**src/rtl/tbsu_pkg.sv**
```systemverilog
// Shared types for the traceback survivor unit.
package tbsu_pkg;

    // Phase of the traceback walker.
    typedef enum logic [1:0] {
        WALK_IDLE,
        WALK_SKIP,
        WALK_EMIT
    } walk_phase_e;

endpackage

```
**src/rtl/tbsu_dec_mem.sv**
```systemverilog
// Decision memory: one column per trellis step, one row (bit) per state.
// Assumes the column count is a power of two so addresses wrap naturally.
// Read is combinational; write happens on the clock edge.
module tbsu_dec_mem #(
    parameter int ROWS   = 8,
    parameter int COL_AW = 6
) (
    input  logic              clk,
    input  logic              wr_en,
    input  logic [COL_AW-1:0] wr_col,
    input  logic [ROWS-1:0]   wr_vec,
    input  logic [COL_AW-1:0] rd_col,
    output logic [ROWS-1:0]   rd_vec
);
    localparam int COLS = 1 << COL_AW;

    logic [ROWS-1:0] cols_q [COLS];

    // Store the decision vector of the current step in its column.
    always_ff @(posedge clk) begin
        if (wr_en) begin
            cols_q[wr_col] <= wr_vec;
        end
    end

    assign rd_vec = cols_q[rd_col];

endmodule

```
**src/rtl/tbsu_walker.sv**
```systemverilog
// Traceback walker: starting from a given column and state, steps backwards
// one column per cycle. The predecessor state is formed by shifting the
// state left with the decision bit entering at the LSB. The first skip_len
// steps produce nothing. The next emit_len steps push the state's MSB
// (the data bit of that step). Assumes emit_len is non-zero when started.
module tbsu_walker
    import tbsu_pkg::*;
#(
    parameter int SW     = 3,
    parameter int COL_AW = 6,
    parameter int NW     = 6
) (
    input  logic              clk,
    input  logic              rst_n,
    input  logic              start,
    input  logic [COL_AW-1:0] start_col,
    input  logic [SW-1:0]     start_state,
    input  logic [NW-1:0]     skip_len,
    input  logic [NW-1:0]     emit_len,
    output logic [COL_AW-1:0] rd_col,
    input  logic [(1<<SW)-1:0] rd_vec,
    output logic              busy,
    output logic              push,
    output logic              push_bit
);
    walk_phase_e       phase_q;
    logic [COL_AW-1:0] col_q;
    logic [SW-1:0]     st_q;
    logic [NW-1:0]     skip_q;
    logic [NW-1:0]     emit_q;
    logic [SW-1:0]     st_prev;

    // Predecessor state from the decision stored for the current state.
    always_comb begin
        st_prev = {st_q[SW-2:0], rd_vec[st_q]};
    end

    // Walk control: load a job, skip the merge depth, then emit bits.
    always_ff @(posedge clk) begin
        if (!rst_n) begin
            phase_q <= WALK_IDLE;
            col_q   <= '0;
            st_q    <= '0;
            skip_q  <= '0;
            emit_q  <= '0;
        end else begin
            case (phase_q)
                WALK_IDLE: begin
                    if (start) begin
                        col_q   <= start_col;
                        st_q    <= start_state;
                        skip_q  <= skip_len;
                        emit_q  <= emit_len;
                        phase_q <= (skip_len != '0) ? WALK_SKIP : WALK_EMIT;
                    end
                end
                WALK_SKIP: begin
                    col_q  <= col_q - COL_AW'(1);
                    st_q   <= st_prev;
                    skip_q <= skip_q - NW'(1);
                    if (skip_q == NW'(1)) begin
                        phase_q <= WALK_EMIT;
                    end
                end
                WALK_EMIT: begin
                    col_q  <= col_q - COL_AW'(1);
                    st_q   <= st_prev;
                    emit_q <= emit_q - NW'(1);
                    if (emit_q == NW'(1)) begin
                        phase_q <= WALK_IDLE;
                    end
                end
                default: phase_q <= WALK_IDLE;
            endcase
        end
    end

    assign rd_col   = col_q;
    assign busy     = (phase_q != WALK_IDLE);
    assign push     = (phase_q == WALK_EMIT);
    assign push_bit = st_q[SW-1];

    // after the last skipped step the walker turns to emitting.
    p_skip_then_emit_r3: assert property (@(posedge clk) disable iff (!rst_n)
        (phase_q == WALK_SKIP && skip_q == NW'(1)) |=> (phase_q == WALK_EMIT));

    // a job with no skip depth emits from its very first step.
    p_final_no_skip_r6: assert property (@(posedge clk) disable iff (!rst_n)
        (start && !busy && skip_len == '0) |=> (phase_q == WALK_EMIT));

    // the walker returns to idle after its last emitted bit.
    p_emit_ends_r5: assert property (@(posedge clk) disable iff (!rst_n)
        (phase_q == WALK_EMIT && emit_q == NW'(1)) |=> (phase_q == WALK_IDLE));

endmodule

```
**src/rtl/tbsu_lifo.sv**
```systemverilog
// Single-bit stack that restores time order of the traced bits.
// Assumes push and pop are never requested together.
module tbsu_lifo #(
    parameter int DEPTH = 32
) (
    input  logic clk,
    input  logic rst_n,
    input  logic push,
    input  logic push_bit,
    input  logic pop,
    output logic top_bit,
    output logic empty
);
    localparam int AW    = $clog2(DEPTH + 1);
    localparam int SLOTS = 1 << AW;

    logic [SLOTS-1:0] bits_q;
    logic [AW-1:0]    cnt_q;

    // Fill level of the stack.
    always_ff @(posedge clk) begin
        if (!rst_n) begin
            cnt_q <= '0;
        end else if (push) begin
            cnt_q <= cnt_q + AW'(1);
        end else if (pop) begin
            cnt_q <= cnt_q - AW'(1);
        end
    end

    // Bit storage, written at the current fill level.
    always_ff @(posedge clk) begin
        if (push) begin
            bits_q[cnt_q] <= push_bit;
        end
    end

    assign top_bit = bits_q[cnt_q - AW'(1)];
    assign empty   = (cnt_q == '0);

    // no push into a full stack.
    p_no_overflow_r9: assert property (@(posedge clk) disable iff (!rst_n)
        push |-> (cnt_q < AW'(DEPTH)));

    // no pop from an empty stack.
    p_no_underflow_r9: assert property (@(posedge clk) disable iff (!rst_n)
        pop |-> (cnt_q != '0));

endmodule

```
**src/rtl/tbsu_traceback.sv**
```systemverilog
// Traceback survivor unit. It stores the per-step decision vectors and
// schedules tracebacks. A periodic traceback runs from the best state each
// time TB_DEPTH+BLK_LEN steps are outstanding. A frame-end traceback runs
// from state 0 on the flagged last step. Decoded bits are reordered
// through a stack.
// Assumes the encoder ends each frame with K-1 zero bits, and that steps
// arrive slowly enough for one traceback to finish before the one after
// the next is scheduled.
module tbsu_traceback #(
    parameter int K        = 4,
    parameter int TB_DEPTH = 24,
    parameter int BLK_LEN  = 8,
    parameter int COL_AW   = 6
) (
    input  logic               clk,
    input  logic               rst_n,
    input  logic               in_valid,
    input  logic [(1<<(K-1))-1:0] in_dec,
    input  logic [K-2:0]       in_best,
    input  logic               in_last,
    output logic               out_valid,
    output logic               out_bit
);
    localparam int SW   = K - 1;
    localparam int NS   = 1 << SW;
    localparam int SPAN = TB_DEPTH + BLK_LEN;
    localparam int NW   = $clog2(SPAN + 1);
    localparam int COLS = 1 << COL_AW;

    // Memory must hold the traced span plus the steps written meanwhile.
    initial assert (COLS >= SPAN + 2 * BLK_LEN);

    logic [COL_AW-1:0] wr_col_q;
    logic [NW-1:0]     open_q;
    logic              job_v_q;
    logic [COL_AW-1:0] job_col_q;
    logic [SW-1:0]     job_state_q;
    logic [NW-1:0]     job_skip_q;
    logic [NW-1:0]     job_emit_q;
    logic              job_new;
    logic              job_take;
    logic [COL_AW-1:0] rd_col;
    logic [NS-1:0]     rd_vec;
    logic              walk_busy;
    logic              push;
    logic              push_bit;
    logic              pop;
    logic              top_bit;
    logic              lifo_empty;
    logic              out_valid_q;
    logic              out_bit_q;

    // Schedule a job on the frame end or when a full span is outstanding.
    always_comb begin
        job_new  = in_valid && (in_last || open_q == NW'(SPAN - 1));
        job_take = job_v_q && !walk_busy && lifo_empty;
        pop      = !walk_busy && !lifo_empty;
    end

    // Write pointer and count of steps not yet given to a traceback.
    always_ff @(posedge clk) begin
        if (!rst_n) begin
            wr_col_q <= '0;
            open_q   <= '0;
        end else if (in_valid) begin
            wr_col_q <= wr_col_q + COL_AW'(1);
            if (in_last) begin
                open_q <= '0;
            end else if (open_q == NW'(SPAN - 1)) begin
                open_q <= NW'(TB_DEPTH);
            end else begin
                open_q <= open_q + NW'(1);
            end
        end
    end

    // One-entry job holder between the scheduler and the walker.
    always_ff @(posedge clk) begin
        if (!rst_n) begin
            job_v_q     <= 1'b0;
            job_col_q   <= '0;
            job_state_q <= '0;
            job_skip_q  <= '0;
            job_emit_q  <= '0;
        end else if (job_new) begin
            job_v_q     <= 1'b1;
            job_col_q   <= wr_col_q;
            job_state_q <= in_last ? '0 : in_best;
            job_skip_q  <= in_last ? '0 : NW'(TB_DEPTH);
            job_emit_q  <= in_last ? open_q + NW'(1) : NW'(BLK_LEN);
        end else if (job_take) begin
            job_v_q     <= 1'b0;
        end
    end

    tbsu_dec_mem #(
        .ROWS   (NS),
        .COL_AW (COL_AW)
    ) mem_i (
        .clk    (clk),
        .wr_en  (in_valid),
        .wr_col (wr_col_q),
        .wr_vec (in_dec),
        .rd_col (rd_col),
        .rd_vec (rd_vec)
    );

    tbsu_walker #(
        .SW     (SW),
        .COL_AW (COL_AW),
        .NW     (NW)
    ) walk_i (
        .clk         (clk),
        .rst_n       (rst_n),
        .start       (job_take),
        .start_col   (job_col_q),
        .start_state (job_state_q),
        .skip_len    (job_skip_q),
        .emit_len    (job_emit_q),
        .rd_col      (rd_col),
        .rd_vec      (rd_vec),
        .busy        (walk_busy),
        .push        (push),
        .push_bit    (push_bit)
    );

    tbsu_lifo #(
        .DEPTH (SPAN)
    ) lifo_i (
        .clk      (clk),
        .rst_n    (rst_n),
        .push     (push),
        .push_bit (push_bit),
        .pop      (pop),
        .top_bit  (top_bit),
        .empty    (lifo_empty)
    );

    // Registered output stage.
    always_ff @(posedge clk) begin
        if (!rst_n) begin
            out_valid_q <= 1'b0;
            out_bit_q   <= 1'b0;
        end else begin
            out_valid_q <= pop;
            out_bit_q   <= top_bit;
        end
    end

    assign out_valid = out_valid_q;
    assign out_bit   = out_bit_q;

    // a flagged last step queues a job that starts from state 0.
    p_last_from_zero_r6: assert property (@(posedge clk) disable iff (!rst_n)
        (in_valid && in_last) |=> (job_v_q && job_state_q == '0 && job_skip_q == '0));

    // a new job never overwrites one still waiting for the walker.
    p_job_no_overrun_r5: assert property (@(posedge clk) disable iff (!rst_n)
        job_new |-> !(job_v_q && !job_take));

    // no output is produced while a traceback walk is in progress.
    p_quiet_while_walking_r8: assert property (@(posedge clk) disable iff (!rst_n)
        $past(walk_busy) |-> !out_valid);

endmodule

```
**config.mk**
```make
export PLATFORM = sky130hd
export DESIGN_NAME = tbsu_traceback
export DESIGN_NICKNAME = d
export VERILOG_FILES = /design/src/rtl/tbsu_pkg.sv /design/src/rtl/tbsu_dec_mem.sv /design/src/rtl/tbsu_walker.sv /design/src/rtl/tbsu_lifo.sv /design/src/rtl/tbsu_traceback.sv
export SDC_FILE = /design/constraint.sdc
export NUM_CORES = 1
export LEC_CHECK = 0
export BUFFER_PORTS_ARGS = -buffer_cell sky130_fd_sc_hd__buf_2
export CAP_MARGIN = 0
export CORE_AREA = 4 4 240 289
export DETAILED_ROUTE_END_ITERATION = 16
export DIE_AREA = 0 0 244 293
export PLACE_DENSITY = 0.66
export SYNTH_ARGS = -nofsm -noshare
export SYNTH_HDL_FRONTEND = slang
export SYNTH_SLANG_ARGS = --single-unit
```
**constraint.sdc**
```tcl
create_clock -name clk -period 3.4 [get_ports clk]
set_clock_uncertainty 0.05 [all_clocks]
set_input_delay 1.02 -clock clk [delete_from_list [all_inputs] [get_ports clk]]
set_output_delay 1.02 -clock clk [all_outputs]
set_load 0.01 [all_outputs]
```
==> results <==
- The run finished with clean final reports.
- Once the clock tree was built, the setup fixing pass inserted 0 buffers.
- The number of synthesized register bits is 642.
- The die is 293 um tall.
- For this block, the initial DRC count from the detailed router was 1677.
- The number of nets still failing antenna checks after routing is 0.
- TritonCTS built the clock tree.
- Of the total power, registers draw 0.488.
- The worst pin sits at a relative slew slack of 0.183.
- After routing, the total negative slack on setup checks comes to 0 ns.
- The worst setup slack before clock tree synthesis is 0.373 ns.
- On the worst path, the slowest cell contributes a delay of 0.61 ns.
- Cell internal power was estimated by the tool at 13.8 mW.
- In the global route stage, overall resource usage came out at 0.170.
- The total of warnings raised by yosys is 0.
- The count of maximum capacitance violations is 0.
- For this run, the register share of the synthesized area comes to 0.705.
- The synthesized net count is 1590.
- The count of flip-flops with a built-in enable after synthesis is 576.
- The relative contribution of combinational cells to total power is 0.132.
- Sorting the synthesized cells by area gives the leading types as sky130_fd_sc_hd__edfxtp_1 66%, sky130_fd_sc_hd__mux4_2 7.7%, sky130_fd_sc_hd__dfxtp_1 5.0%.
- The first detailed-routing pass took 6 iterations.
- The endpoint of the most critical register-to-register path is walk_i.st_q[0]$_SDFFE_PN0P_.
- Setup violations remaining at the end of the flow were counted as 0.
- The total count of hold-check failures in the final report came to 0.
- The overall power of the completed layout is 18.3 mW.
- The transition time at the pin with the least slew margin is 1.23 ns.
- The count of standard-cell rows is 104.
- The post-route minimum period is 3.02 ns.
- In this run the cell area measured after placement is 0.0281 mm^2.
- The worst register-to-register path has a depth of 9.
- Of all flip-flops after synthesis, the portion carrying an async set or reset was 0.
- Setup repair after global routing left no endpoint under its margin.
- The critical path goes through buf_12 -> buf_4 -> mux4_2 -> a22oi_1 -> nand3_1 -> nand3_1 -> nor4_1 -> o21ai_0 -> a41oi_2.
- The routed via count divided by cell count is 5.58.
- The number of library cell types mapped by synthesis is 71.
- The slowest stage of the critical path belongs to the cell sky130_fd_sc_hd__dfxtp_4.
- The worst path meets setup with 0.375 ns of slack.
- Entering global routing, the biggest net connects 70 pins.
- The cell count after synthesis came out at 1562.
- The reg2reg setup slack is 0.38 ns.
- The area of all placed cells without fillers is 0.0302 mm^2.
- Excluding fillers, the count of instances in the completed layout stands at 2624.
- After synthesis, the mean cell area works out to 16.9 um^2.
- The die footprint is 0.0715 mm^2.
- The largest total area in the synthesized netlist belongs to sky130_fd_sc_hd__edfxtp_1.
- Once detailed placement completed, the half-perimeter wirelength came to 39900 um.
- The area growth from synthesis to layout is 14.2%.
- The net count of the finished layout is 1701.
- The period utilization is 0.890.
- The top cell type's share of synthesized area is 0.655.
- The summed instance area of the synthesized netlist is 0.0264 mm^2.
- The critical path data required time is 3.81 ns.
- The count of inserted antenna diode cells is 0.
- Once layout is complete, the utilization of the core stands at 0.453.
- 17 I/O pins were placed.
- The number of global-route vias before repair is 14700.
- The total wire length is 61300 um.
- The primary flip-flop cell chosen by synthesis mapping is sky130_fd_sc_hd__edfxtp_1.
- After detailed routing, the average wire length per cell comes to 23.4 um.
- Of the cells placed in the final design, the portion with a size suffix greater than 1 is 0.200.
- In this run the horizontal extent of the chip is 244 um.
- The endpoint class of the critical path is a register.
- The total overflow reported by the global router is 0.
- The cell that appears most often on the critical path is sky130_fd_sc_hd__nand3_1.
- Summing over every cut layer, the via total after detailed routing is 14600.
- The hold path startpoint is job_v_q$_SDFFE_PN0P_.
- The region available for standard cell placement spans 0.0666 mm^2.
- Counting the buffers created by CTS gives 67.
- The later pin in the worst-skew pair is clocked with a latency of 0.60 ns.
- The clock transition at the register clock pins on the worst setup and hold paths after CTS is 0.06 ns.
- The analysis attributes to net switching a power of 4.47 mW.
- The first global-routing pass estimated 91800 um of wire.
- The total power density per cell area is 606 mW/mm^2.
- The tightest hold path in the finished design has a slack of 0.409 ns.
- Derived from the worst setup path, the maximum achievable clock frequency is 0.331 GHz.
- The element type at the critical path start is a register.
- Clock tree synthesis found a total of 642 sinks.
- Data on the critical path arrives at its endpoint at 3.43 ns.
- The total leakage power is 9.56 nW.
- The path with the worst hold slack has its endpoint at job_v_q$_SDFFE_PN0P_.
- VDD sags by at most 0.000363 V.
- Of the total power, the share spent switching nets is 0.244.
- The critical path in this run is classified as register to register.
- The number of gates resized after CTS was 0.
- The initial utilization of the core area, before any placement, comes to 0.396.
- Counting along the longest clock path gives a buffer depth of 3.
- The path class of the tightest hold or removal check is register to register.
- After detailed routing, the number of remaining DRC violations is 0.
- The final count of pins violating max slew is 0.
- In this run the clock root is driven by a sky130_fd_sc_hd__clkbuf_16.
- The number of stages on the worst hold path is 2.
- The initial antenna violation count was 0.
- The level count of the clock H-tree is 3.
- The highest fanout seen on the critical path is 24.
- The cell count after placement is 2505.
- The proportion of power drawn by the clock network is 0.380.
- The number of hold buffers added after cts is 0.
- The congestion estimate from routability-driven global placement came to 0.885.
- The number of port buffers is 16.
==> registers in the layout, summed over array words and instances, names as in the netlist, named ones only <==
register / flops
job_col_q: 6
job_emit_q: 6
job_skip_q: 1
job_state_q: 3
job_v_q: 1
lifo_i.bits_q: 64
lifo_i.cnt_q: 6
mem_i.cols_q: 512
open_q: 6
out_bit: 1
out_valid: 1
walk_i.emit_q: 6
walk_i.phase_q: 2
walk_i.rd_col: 6
walk_i.skip_q: 6
walk_i.st_q: 3
wr_col_q: 6
==> synth_stat cells (7+ instances only) <==
| cell | count |
|---|---|
| sky130_fd_sc_hd__edfxtp_1 | 576 |
| sky130_fd_sc_hd__nor2_1 | 194 |
| sky130_fd_sc_hd__nand2_1 | 93 |
| sky130_fd_sc_hd__mux4_2 | 90 |
| sky130_fd_sc_hd__dfxtp_1 | 66 |
| sky130_fd_sc_hd__mux4_1 | 49 |
| sky130_fd_sc_hd__clkbuf_1 | 47 |
| sky130_fd_sc_hd__a21oi_1 | 44 |
| sky130_fd_sc_hd__mux2i_1 | 42 |
| sky130_fd_sc_hd__nand3_1 | 36 |
| sky130_fd_sc_hd__a22oi_1 | 23 |
| sky130_fd_sc_hd__nor3_1 | 22 |
| sky130_fd_sc_hd__inv_1 | 19 |
| sky130_fd_sc_hd__o21ai_0 | 19 |
| sky130_fd_sc_hd__buf_2 | 17 |
| sky130_fd_sc_hd__ha_1 | 13 |
| sky130_fd_sc_hd__a211oi_1 | 10 |
| sky130_fd_sc_hd__nand2b_1 | 10 |
| sky130_fd_sc_hd__nand4_1 | 10 |
| sky130_fd_sc_hd__nor2b_1 | 10 |
| sky130_fd_sc_hd__nor3b_1 | 10 |
| sky130_fd_sc_hd__o221ai_1 | 10 |
| sky130_fd_sc_hd__a31oi_1 | 9 |
| sky130_fd_sc_hd__buf_4 | 9 |
| sky130_fd_sc_hd__xor2_1 | 8 |
| sky130_fd_sc_hd__nand3b_1 | 7 |
==> metal layers <==
metal | part of all wire | wire length, um | track usage
met3 | 0.068 | 4190 | 0.0356
met4 | 0.034 | 2100 | 0.0589
met5 | 0 | 0 | 0
met2 | 0.50 | 30700 | 0.286
met1 | 0.40 | 24300 | 0.221
==> layout make-up <==
| class | instances | area, um^2 |
|---|---|---|
| repair buffers | 135 | 1090 |
| fillers | 5715 | 36500 |
| inverters | 22 | 82.6 |
| multi-input cells | 805 | 7150 |
| well taps | 901 | 1130 |
| flip-flops and latches | 642 | 18600 |
| clock buffers | 87 | 1850 |
| clock inverters | 32 | 240 |
==> worst max path at each step <==
stage / from / to / cells past startpoint
3_5_place_dp: register / walk_i.st_q[0]$_SDFFE_PN0P_ / 9
3_3_place_gp: register / walk_i.st_q[0]$_SDFFE_PN0P_ / 8
5_1_grt: register / walk_i.st_q[0]$_SDFFE_PN0P_ / 9
2_1_floorplan: lifo_i.cnt_q[0]$_SDFFE_PN0P_ / out_bit$_SDFF_PN0_ / 11
6_report: register / walk_i.st_q[0]$_SDFFE_PN0P_ / 9
4_1_cts: register / walk_i.st_q[0]$_SDFFE_PN0P_ / 9
==> kinds of logic (layout without fill, tap and decap cells) <==
| kind of cell | Yosys count | count (layout) | synth area share |
|---|---|---|---|
| AOI/OAI and AO/OA | 163 | 163 | 0.0424 |
| buffers and inverters | 115 | 276 | 0.0241 |
| DFF | 642 | 642 | 0.705 |
| and+or+nand+nor | 430 | 430 | 0.0744 |
| xor gates and xnor gates | 14 | 14 | 0.00464 |
| adders and majority gates | 13 | 13 | 0.00616 |
| muxes | 185 | 185 | 0.143 |
==> placed cells by master, fill, tap and decap left out, types with 5 or more instances in the layout <==
cell type                   instances
sky130_fd_sc_hd__edfxtp_1         576
sky130_fd_sc_hd__o221a_2            5
sky130_fd_sc_hd__nor3_1            22
sky130_fd_sc_hd__nand3b_1           7
sky130_fd_sc_hd__a22oi_1           23
sky130_fd_sc_hd__nor4_1             6
sky130_fd_sc_hd__mux4_2            90
sky130_fd_sc_hd__nand4_1           10
sky130_fd_sc_hd__a211oi_1          10
sky130_fd_sc_hd__xor2_1             8
sky130_fd_sc_hd__or3_1              6
sky130_fd_sc_hd__nor3b_1           10
sky130_fd_sc_hd__o221ai_1          10
sky130_fd_sc_hd__clkinv_2          11
sky130_fd_sc_hd__ha_1              13
sky130_fd_sc_hd__or3b_2             5
sky130_fd_sc_hd__nor2b_1           10
sky130_fd_sc_hd__a21oi_1           44
sky130_fd_sc_hd__buf_12             9
sky130_fd_sc_hd__clkinv_1          15
sky130_fd_sc_hd__a221oi_1           5
sky130_fd_sc_hd__inv_1             19
sky130_fd_sc_hd__o22ai_1            6
sky130_fd_sc_hd__o21ai_0           19
sky130_fd_sc_hd__mux4_1            49
sky130_fd_sc_hd__mux2i_1           42
sky130_fd_sc_hd__clkbuf_16         71
sky130_fd_sc_hd__buf_2             16
sky130_fd_sc_hd__nand2_1           93
sky130_fd_sc_hd__clkbuf_1          15
sky130_fd_sc_hd__nand2b_1          10
sky130_fd_sc_hd__a31oi_1            9
sky130_fd_sc_hd__nand3_1           36
sky130_fd_sc_hd__dfxtp_1           62
sky130_fd_sc_hd__nor2_1           194
sky130_fd_sc_hd__buf_4            110
sky130_fd_sc_hd__xnor2_1            6
==> critical path, delay by kind of cell (launching register included) <==
kind	cells	cell delay [ns]
buffers and inverters	2	0.55
AOI/OAI and AO/OA	3	0.74
and+or+nand+nor	3	0.34
muxes	1	0.55
DFF	1	0.61
==> power groups by stage <==
stage | clock network, mW | registers (mW) | logic (mW)
finish | 6.96 | 8.93 | 2.41
global route | 7.47 | 8.95 | 2.63
floorplan | 0 | 8.98 | 1.77
detailed placement | 0 | 9.09 | 2.42
global placement | 0 | 9.08 | 2.38
CTS | 7.09 | 8.93 | 2.43
No activity file was read; power rests on OpenSTA's default activity.
